===== src/rtl/sdd_pkg.sv =====
package sdd_pkg;

  // Integrator width that holds RATIO**ORDER growth plus the input bit.
  function automatic int cic_acc_w(input int ratio, input int order);
    return order * $clog2(ratio) + 1;
  endfunction

  // Right shift that maps the full filter range onto the output width,
  // leaving one guard bit so that full scale can be detected and saturated.
  function automatic int cic_shift(input int ratio, input int order, input int out_w);
    return cic_acc_w(ratio, order) - 1 - out_w;
  endfunction

endpackage


===== src/rtl/sdd_mclk_gen.sv =====
module sdd_mclk_gen #(
  parameter int MCLK_HALF = 2
) (
  input  logic clk_i,
  input  logic rst_i,
  output logic mclk_o,
  output logic bit_en_o
);
  localparam int CW = (MCLK_HALF > 1) ? $clog2(MCLK_HALF) : 1;

  logic [CW-1:0] phase_cnt;
  logic          phase_last;

  assign phase_last = (phase_cnt == CW'(MCLK_HALF - 1));

  always_ff @(posedge clk_i) begin
    if (rst_i) begin
      phase_cnt <= '0;
      mclk_o    <= 1'b0;
    end else if (phase_last) begin
      phase_cnt <= '0;
      mclk_o    <= ~mclk_o;
    end else begin
      phase_cnt <= phase_cnt + 1'b1;
    end
  end

  // Last system cycle of the high phase: the modulator bit has been stable
  // for a full half period, so the falling-edge clock samples it.
  assign bit_en_o = mclk_o & phase_last;

endmodule


===== src/rtl/sdd_frame_ctrl.sv =====
module sdd_frame_ctrl #(
  parameter int RATIO  = 128,
  parameter int SETTLE = 3
) (
  input  logic clk_i,
  input  logic rst_i,
  input  logic bit_en_i,
  output logic dec_tick_o,
  output logic publish_o
);
  localparam int RW = (RATIO > 1) ? $clog2(RATIO) : 1;
  localparam int SW = $clog2(SETTLE + 2);

  logic [RW-1:0] bit_cnt;
  logic [SW-1:0] settle_cnt;
  logic          settled;

  assign dec_tick_o = bit_en_i && (bit_cnt == RW'(RATIO - 1));
  assign settled    = (settle_cnt == SW'(SETTLE));
  assign publish_o  = dec_tick_o && settled;

  always_ff @(posedge clk_i) begin
    if (rst_i) begin
      bit_cnt    <= '0;
      settle_cnt <= '0;
    end else begin
      if (bit_en_i) begin
        bit_cnt <= dec_tick_o ? '0 : bit_cnt + 1'b1;
      end
      if (dec_tick_o && !settled) begin
        settle_cnt <= settle_cnt + 1'b1;
      end
    end
  end

endmodule


===== src/rtl/sdd_cic_chan.sv =====
module sdd_cic_chan #(
  parameter int ORDER = 3,
  parameter int RATIO = 128,
  parameter int OUT_W = 16
) (
  input  logic             clk_i,
  input  logic             rst_i,
  input  logic             bit_en_i,
  input  logic             bit_i,
  input  logic             dec_tick_i,
  input  logic             publish_i,
  output logic [OUT_W-1:0] samp_o
);
  localparam int ACC_W = sdd_pkg::cic_acc_w(RATIO, ORDER);
  localparam int SHIFT = sdd_pkg::cic_shift(RATIO, ORDER, OUT_W);
  localparam int SCL_W = ACC_W - SHIFT;

  logic [ACC_W-1:0] integ    [ORDER];
  logic [ACC_W-1:0] comb_dly [ORDER];
  logic [ACC_W-1:0] comb_val [ORDER+1];
  logic [SCL_W-1:0] scaled;
  logic [OUT_W-1:0] sat_val;

  // Integrator cascade, wrap-around arithmetic, one step per modulator bit.
  always_ff @(posedge clk_i) begin
    if (rst_i) begin
      for (int k = 0; k < ORDER; k++) integ[k] <= '0;
    end else if (bit_en_i) begin
      integ[0] <= integ[0] + ACC_W'(bit_i);
      for (int k = 1; k < ORDER; k++) integ[k] <= integ[k] + integ[k-1];
    end
  end

  // Comb cascade evaluated at the decimated rate.
  always_comb begin
    comb_val[0] = integ[ORDER-1];
    for (int k = 0; k < ORDER; k++) comb_val[k+1] = comb_val[k] - comb_dly[k];
  end

  always_ff @(posedge clk_i) begin
    if (rst_i) begin
      for (int k = 0; k < ORDER; k++) comb_dly[k] <= '0;
    end else if (dec_tick_i) begin
      for (int k = 0; k < ORDER; k++) comb_dly[k] <= comb_val[k];
    end
  end

  // Scale to the output width; the guard bit flags the single full-scale code.
  assign scaled  = comb_val[ORDER][ACC_W-1:SHIFT];
  assign sat_val = scaled[SCL_W-1] ? {OUT_W{1'b1}} : scaled[OUT_W-1:0];

  always_ff @(posedge clk_i) begin
    if (rst_i) samp_o <= '0;
    else if (publish_i) samp_o <= sat_val;
  end

endmodule


===== src/rtl/sd_decim_hub.sv =====
module sd_decim_hub #(
  parameter int MCLK_HALF = 2,
  parameter int RATIO     = 128,
  parameter int ORDER     = 3,
  parameter int OUT_W     = 16
) (
  input  logic             clk_i,
  input  logic             rst_i,
  output logic             mclk_o,
  input  logic             bs_volt_i,
  input  logic             bs_ia_i,
  input  logic             bs_ib_i,
  output logic [OUT_W-1:0] volt_o,
  output logic [OUT_W-1:0] ia_o,
  output logic [OUT_W-1:0] ib_o,
  output logic             valid_o
);
  localparam int NCH = 3;

  logic             bit_en;
  logic             dec_tick;
  logic             publish;
  logic [NCH-1:0]   bs_vec;
  logic [OUT_W-1:0] samp [NCH];

  assign bs_vec = {bs_ib_i, bs_ia_i, bs_volt_i};

  sdd_mclk_gen #(.MCLK_HALF(MCLK_HALF)) u_mclk (
    .clk_i    (clk_i),
    .rst_i    (rst_i),
    .mclk_o   (mclk_o),
    .bit_en_o (bit_en)
  );

  sdd_frame_ctrl #(.RATIO(RATIO), .SETTLE(ORDER)) u_frame (
    .clk_i      (clk_i),
    .rst_i      (rst_i),
    .bit_en_i   (bit_en),
    .dec_tick_o (dec_tick),
    .publish_o  (publish)
  );

  for (genvar g = 0; g < NCH; g++) begin : g_chan
    sdd_cic_chan #(.ORDER(ORDER), .RATIO(RATIO), .OUT_W(OUT_W)) u_cic (
      .clk_i      (clk_i),
      .rst_i      (rst_i),
      .bit_en_i   (bit_en),
      .bit_i      (bs_vec[g]),
      .dec_tick_i (dec_tick),
      .publish_i  (publish),
      .samp_o     (samp[g])
    );
  end

  always_ff @(posedge clk_i) begin
    if (rst_i) valid_o <= 1'b0;
    else       valid_o <= publish;
  end

  assign volt_o = samp[0];
  assign ia_o   = samp[1];
  assign ib_o   = samp[2];

endmodule


===== config.mk =====
export PLATFORM = sky130hd
export DESIGN_NAME = sd_decim_hub
export DESIGN_NICKNAME = d
export VERILOG_FILES = /design/src/rtl/sdd_pkg.sv /design/src/rtl/sdd_mclk_gen.sv /design/src/rtl/sdd_frame_ctrl.sv /design/src/rtl/sdd_cic_chan.sv /design/src/rtl/sd_decim_hub.sv
export SDC_FILE = /design/constraint.sdc
export NUM_CORES = 1
export LEC_CHECK = 0
export BUFFER_PORTS_ARGS = -buffer_cell sky130_fd_sc_hd__clkbuf_2
export CAP_MARGIN = 15
export CELL_PAD_IN_SITES_DETAIL_PLACEMENT = 1
export CELL_PAD_IN_SITES_GLOBAL_PLACEMENT = 1
export CORE_MARGIN = 2
export CORE_UTILIZATION = 51
export CTS_CLUSTER_DIAMETER = 30
export DETAILED_ROUTE_END_ITERATION = 10
export HOLD_SLACK_MARGIN = 0.1
export PLACE_DENSITY = 0.92
export SETUP_SLACK_MARGIN = 0.15
export SLEW_MARGIN = 0
export SYNTH_ARGS = -nofsm -noshare
export SYNTH_HDL_FRONTEND = slang
export SYNTH_SLANG_ARGS = --single-unit

===== constraint.sdc =====
create_clock -name clk_i -period 8.4 [get_ports clk_i]
set_input_delay 0.42 -clock clk_i [delete_from_list [all_inputs] [get_ports clk_i]]
set_output_delay 0.42 -clock clk_i [all_outputs]
set_load 0.01 [all_outputs]

# == Yosys cells after proc, flatten, opt, wreduce, memory -nomap -nowiden ==
# Memory sizes are Yosys's and may differ from the RTL's.
# Cells that the tools add are included.
# op_classes
muxes,30
addsub,21
n_eq_ne,2
bitwise,20
n_reduce_logical,5
# ops
cell,n
two-way mux 22 bit,18
subtractor 22 bit,9
adder 22 bit,6
adder 22 x 1 -> 22 bit,3
two-way mux 16 bit,3
OR 1 bit,18
two-way mux 1 bit,8
"adder 7 x 1 -> 7 bit, second input constant",1
"== test 7 bit, second input constant",1
two-way mux 7 bit,1
"adder 3 x 1 -> 3 bit, second input constant",1
"== test 3 x 2 -> 1 bit, second input constant",1
logical AND 1 bit,3
OR reduction 2 bit,1
"adder 1 bit, second input constant",1
AND 1 bit,1
zero test 1 bit,1
NOT 1 bit,1
# word_totals
elab_cells,92
inputBits,5
ram_bits,396
mem_count,6
register_bits,61
# memory_table
name,depth,word_bits,rd,rd_ports_with_merged_regs,write_ports,line,rtl
g_chan[0].u_cic.comb_dly,3,22,3,0,3,sdd_cic_chan.sv:19,logic [ACC_W-1:0] comb_dly [ORDER];
g_chan[0].u_cic.integ,3,22,3,0,3,sdd_cic_chan.sv:18,logic [ACC_W-1:0] integ [ORDER];
g_chan[1].u_cic.comb_dly,3,22,3,0,3,sdd_cic_chan.sv:19,
g_chan[1].u_cic.integ,3,22,3,0,3,sdd_cic_chan.sv:18,
g_chan[2].u_cic.comb_dly,3,22,3,0,3,sdd_cic_chan.sv:19,
g_chan[2].u_cic.integ,3,22,3,0,3,sdd_cic_chan.sv:18,

# == Logic depth before layout (Yosys ltp) ==
# logic_depth
ltp_word,6
depth_mapped,32
depth_no_buf,31

# == Hierarchy ==
# From an unflattened synthesis, not the netlist that was laid out.
# hier_totals
hier_cells,3348
hier_area_um2,32351.0
# modules_own_cells
mod,seq_area_each_um2,area_each_um2,instances,cells_each
sdd_cic_chan (g_chan[2].u_cic),4284.1,10847.9,1,1139
sdd_cic_chan (g_chan[1].u_cic),4284.1,10563.9,1,1094
sdd_cic_chan (g_chan[0].u_cic),4284.1,10358.7,1,1053
sdd_frame_ctrl,200.2,483.0,1,54
sdd_mclk_gen,40.0,63.8,1,6
sd_decim_hub,20.0,33.8,1,2

# == Worst setup path before layout ==
# OpenSTA, ideal clock, no wires.
# synth_timing
path_type,input port to flip-flop
startpoint,input rst_i
endpoint,"memory g_chan[0].u_cic.integ[0][0] in the netlist's numbering, enable pin"
setup_slack_ns,2.120
setup_time_ns,0.593
t_arrival_ns,5.686
cell_stages,3
cell_sequence,clkbuf_1 > clkbuf_1 > nand2b_1
# synth_rtl
element,line,rtl
start: declaration,sd_decim_hub.sv:8,"input logic rst_i,"
end: declaration,sdd_cic_chan.sv:18,

==> key figures <==
Synthesis
  • Syn. warnings: 0
  • Biggest area consumer among synthesized cells: edfxtp_1
  • Sequential share of the synthesized area: 42.4%
  • Async SR Flop Fraction: 0%
  • Ys flop type: edfxtp_1
  • Post-synth EDFFs: 396
  • Syn Inst Count: 3,112
  • Synth Register Bits: 457
  • Top cell type's share of synthesized area: 38.4%
  • Area contributors post-synth: edfxtp_1 38%, ha_1 13%, xnor2_1 4.6%
  • Synthesized area per cell: 9.94 µm²
  • Syn_nets: 3,450
  • Post-Syn Area: 0.0309 mm²
  • Post-synthesis cell type count: 76

STA
  • Slew of the pin with the lowest slew margin: 1360 ps
  • Fmax: 0.124 GHz
  • Fin crit share: 95.6%
  • Slew HR: 9.63%
  • Fin crit period: 8030 ps
  • Final Setup Violations: 0
  • Clock skew: 49.1 ps
  • Fin. Hold Viols: 0
  • Slew Limit Fails: 0
  • Setup TNS: 0 ps

Floorplanning
  • Row count: 90
  • Die area: 0.0627 mm²
  • Die height: 250 µm
  • Chip Width: 250 µm
  • Core Footprint: 0.0601 mm²
  • I/O pin count: 55
  • Initial Util: 51.5%

Min path
  • Worst Hold Class: in -> reg
  • Min-Delay Startpoint: bs_ib_i

Finish
  • Final Util: 59.3%
  • # diodes: 0
  • Layout Cells excl Fill: 4,082
  • Share of post-route cells with drive strength above 1: 8.39%
  • Nets@finish: 3,549
  • Synthesis-to-layout area growth: 15.3%
  • Fillers: 6,372

Critical path
  • Crit start category: flop
  • Worst Path Required: 8970 ps
  • Critical-path maximum fanout: 15
  • Endpoint class of the critical path: flop
  • Type of the worst setup path: reg -> reg
  • Slowest stage delay, CP: 450 ps
  • CP Launch Point: g_chan[2].u_cic.integ[0][44]
  • Most used cell, CP: a21oi_1
  • CP Data Arrival Time: 8600 ps
  • Start of the worst register-to-register path: g_chan[2].u_cic.integ[0][44]
  • Crit-path slowest cell: fa_1

Routing
  • DRT Pass-1 Iters: 6
  • Met2 wire length: 59,000 µm
  • Drt initial violations: 3,608
  • Met3 WL: 11,700 µm
  • Final ANT Viol Nets: 0
  • M1 wire length: 42,900 µm
  • WL final: 124,000 µm
  • Top Layer Used: met5
  • WL per Instance: 30.5 µm
  • DRC Markers: 0
  • Vias: 28,000
  • Vias/cell: 6.86

Clock tree
  • Skew-Pair Late Insertion Delay: 700 ps
  • H-tree depth: 3
  • Clock Pin Slew Worst Setup and Hold Paths: 60 ps
  • Num CTS Buffers: 101
  • Hold buffers post-CTS: 0
  • CTS Sinks: 457
  • CTS tree: done
  • Clock root buffer: clkbuf_16
  • Max Buffers Root-to-Sink: 3

Placement
  • Dpl cells: 3,888
  • Post-DP HPWL: 59,100 µm
  • Routability Congestion: 0.860
  • IO buf count: 54

Power
  • Power Density: 289 mW/mm²
  • Leak: 0.0154 µW
  • Peak VDD IR: 0.169 mV

Global routing
  • Global route overflow: 0
  • GRT Overall Usage: 35.8%
  • Initial antenna violation count: 2
  • First-pass GRT wire length: 177,000 µm
  • Vias in the first global route: 29,500
  • Pin count of the biggest net entering global routing: 177

Run status
  • Status: completed

Run
  • Max-Cap Viols: 0
==> flip-flops by register name (all words and copies together), names as in the netlist <==
name                   flops
g_chan.u_cic.comb_dly    198
g_chan.u_cic.integ       198
g_chan.u_cic.samp_o       48
u_frame.bit_cnt            7
u_frame.settle_cnt         3
u_mclk.mclk_o              1
u_mclk.phase_cnt           1
valid_o                    1
==> synth_stat cells (all sizes together), types with 62 or more instances <==
library cell	number
edfxtp	396
nor2	362
ha	321
inv	266
and2	205
a21oi	185
xnor2	163
xor2	157
nand2	118
o21ai	113
a21o	104
nand3	62
==> report_power, final <==
group	total (µW)	switching, µW	leakage [µW]	internal (µW)
sequential	2700	113	0.00443	2590
combinational	3270	2140	0.00925	1130
clock	4340	1600	0.00171	2740
total	10300	3840	0.0154	6460
==> final timing paths <==
kind,depth (start not counted),slack [ps],endpoint
worst min register to register,2,500,g_chan[0].u_cic.samp_o[15]
worst max register to register,31,370,g_chan[2].u_cic.samp_o[3]
worst min-delay path,3,170,g_chan[2].u_cic.integ[0][0]
worst max-delay path,31,370,g_chan[2].u_cic.samp_o[3]
==> routing by layer <==
metal / track usage [%] / vias to the layer above
met5: 0 / -
met4: 20.9 / 4
met3: 7.34 / 852
met2: 62.7 / 2313
met1: 40.4 / 13600
li1: - / 11300
==> repair_timing <==
action | 4_1_cts | 5_1_grt
resized for setup | 0 | 6
setup buffers | 0 | 1
endpoints found under the setup margin | 0 | 32
==> stage by stage <==
step	worst slack (ps)	hold slack, ps	total power (µW)	instance area [µm²]
after floorplan	2120	449	4720	30900
after global placement	1800	462	5130	32000
after detailed placement	1240	488	5380	32000
after CTS	173	177	9900	35600
after global routing	-148	199	10500	35700
final	366	166	10300	35700
==> layout make-up <==
class                   instances  area [µm²]  share of cell area [%]
clock buffers                 124        2750                    7.71
clock inverters                68         792                    2.22
inverters                     266         998                    2.80
multi-input cells            2319       16600                    46.6
flip-flops and latches        457       13100                    36.8
well taps                     782         978                    2.74
repair buffers                 66         405                    1.14
==> cell usage in the layout, fill, tap and decap left out, drive strengths merged, types with 11 or more instances in the layout <==
master    synthesis  routed
edfxtp          396     396
nor2            362     362
ha              321     321
inv             266     278
and2            205     205
a21oi           185     185
clkbuf           61     178
xnor2           163     163
xor2            157     157
nand2           118     118
o21ai           113     113
a21o            104     104
nand3            62      62
dfxtp            61      61
nor3             57      57
nor2b            51      51
nand2b           48      48
a311oi           42      42
o21a             35      35
and3             34      34
clkinv            0      32
o21bai           30      30
a211oi           24      24
or3              19      19
nand4            19      19
a31oi            19      19
a21boi           13      13
bufinv            0      13
fa               12      12
buf               9      12
a211o            11      11
clkinvlp          0      11
==> critical path: cells and delay by family (launching register included) <==
family / cells / cell delay, ps
AOI/OAI and AO/OA: 16 / 4200
xor gates and xnor gates: 4 / 900
DFF: 1 / 440
and+or+nand+nor: 4 / 580
adders and majority gates: 4 / 1370
buffers and inverters: 3 / 390
==> kinds of logic (layout without fill, tap and decap cells) <==
group,after synthesis,count (layout),share of synthesized area [%]
AOI/OAI and AO/OA,650,650,14.1
xor gates and xnor gates,323,323,9.29
and+or+nand+nor,1010,1010,16.2
DFF,457,457,42.4
buffers and inverters,336,524,4.12
adders and majority gates,333,333,13.8
muxes,3,3,0.0970
No activity file was read; power rests on OpenSTA's default activity.
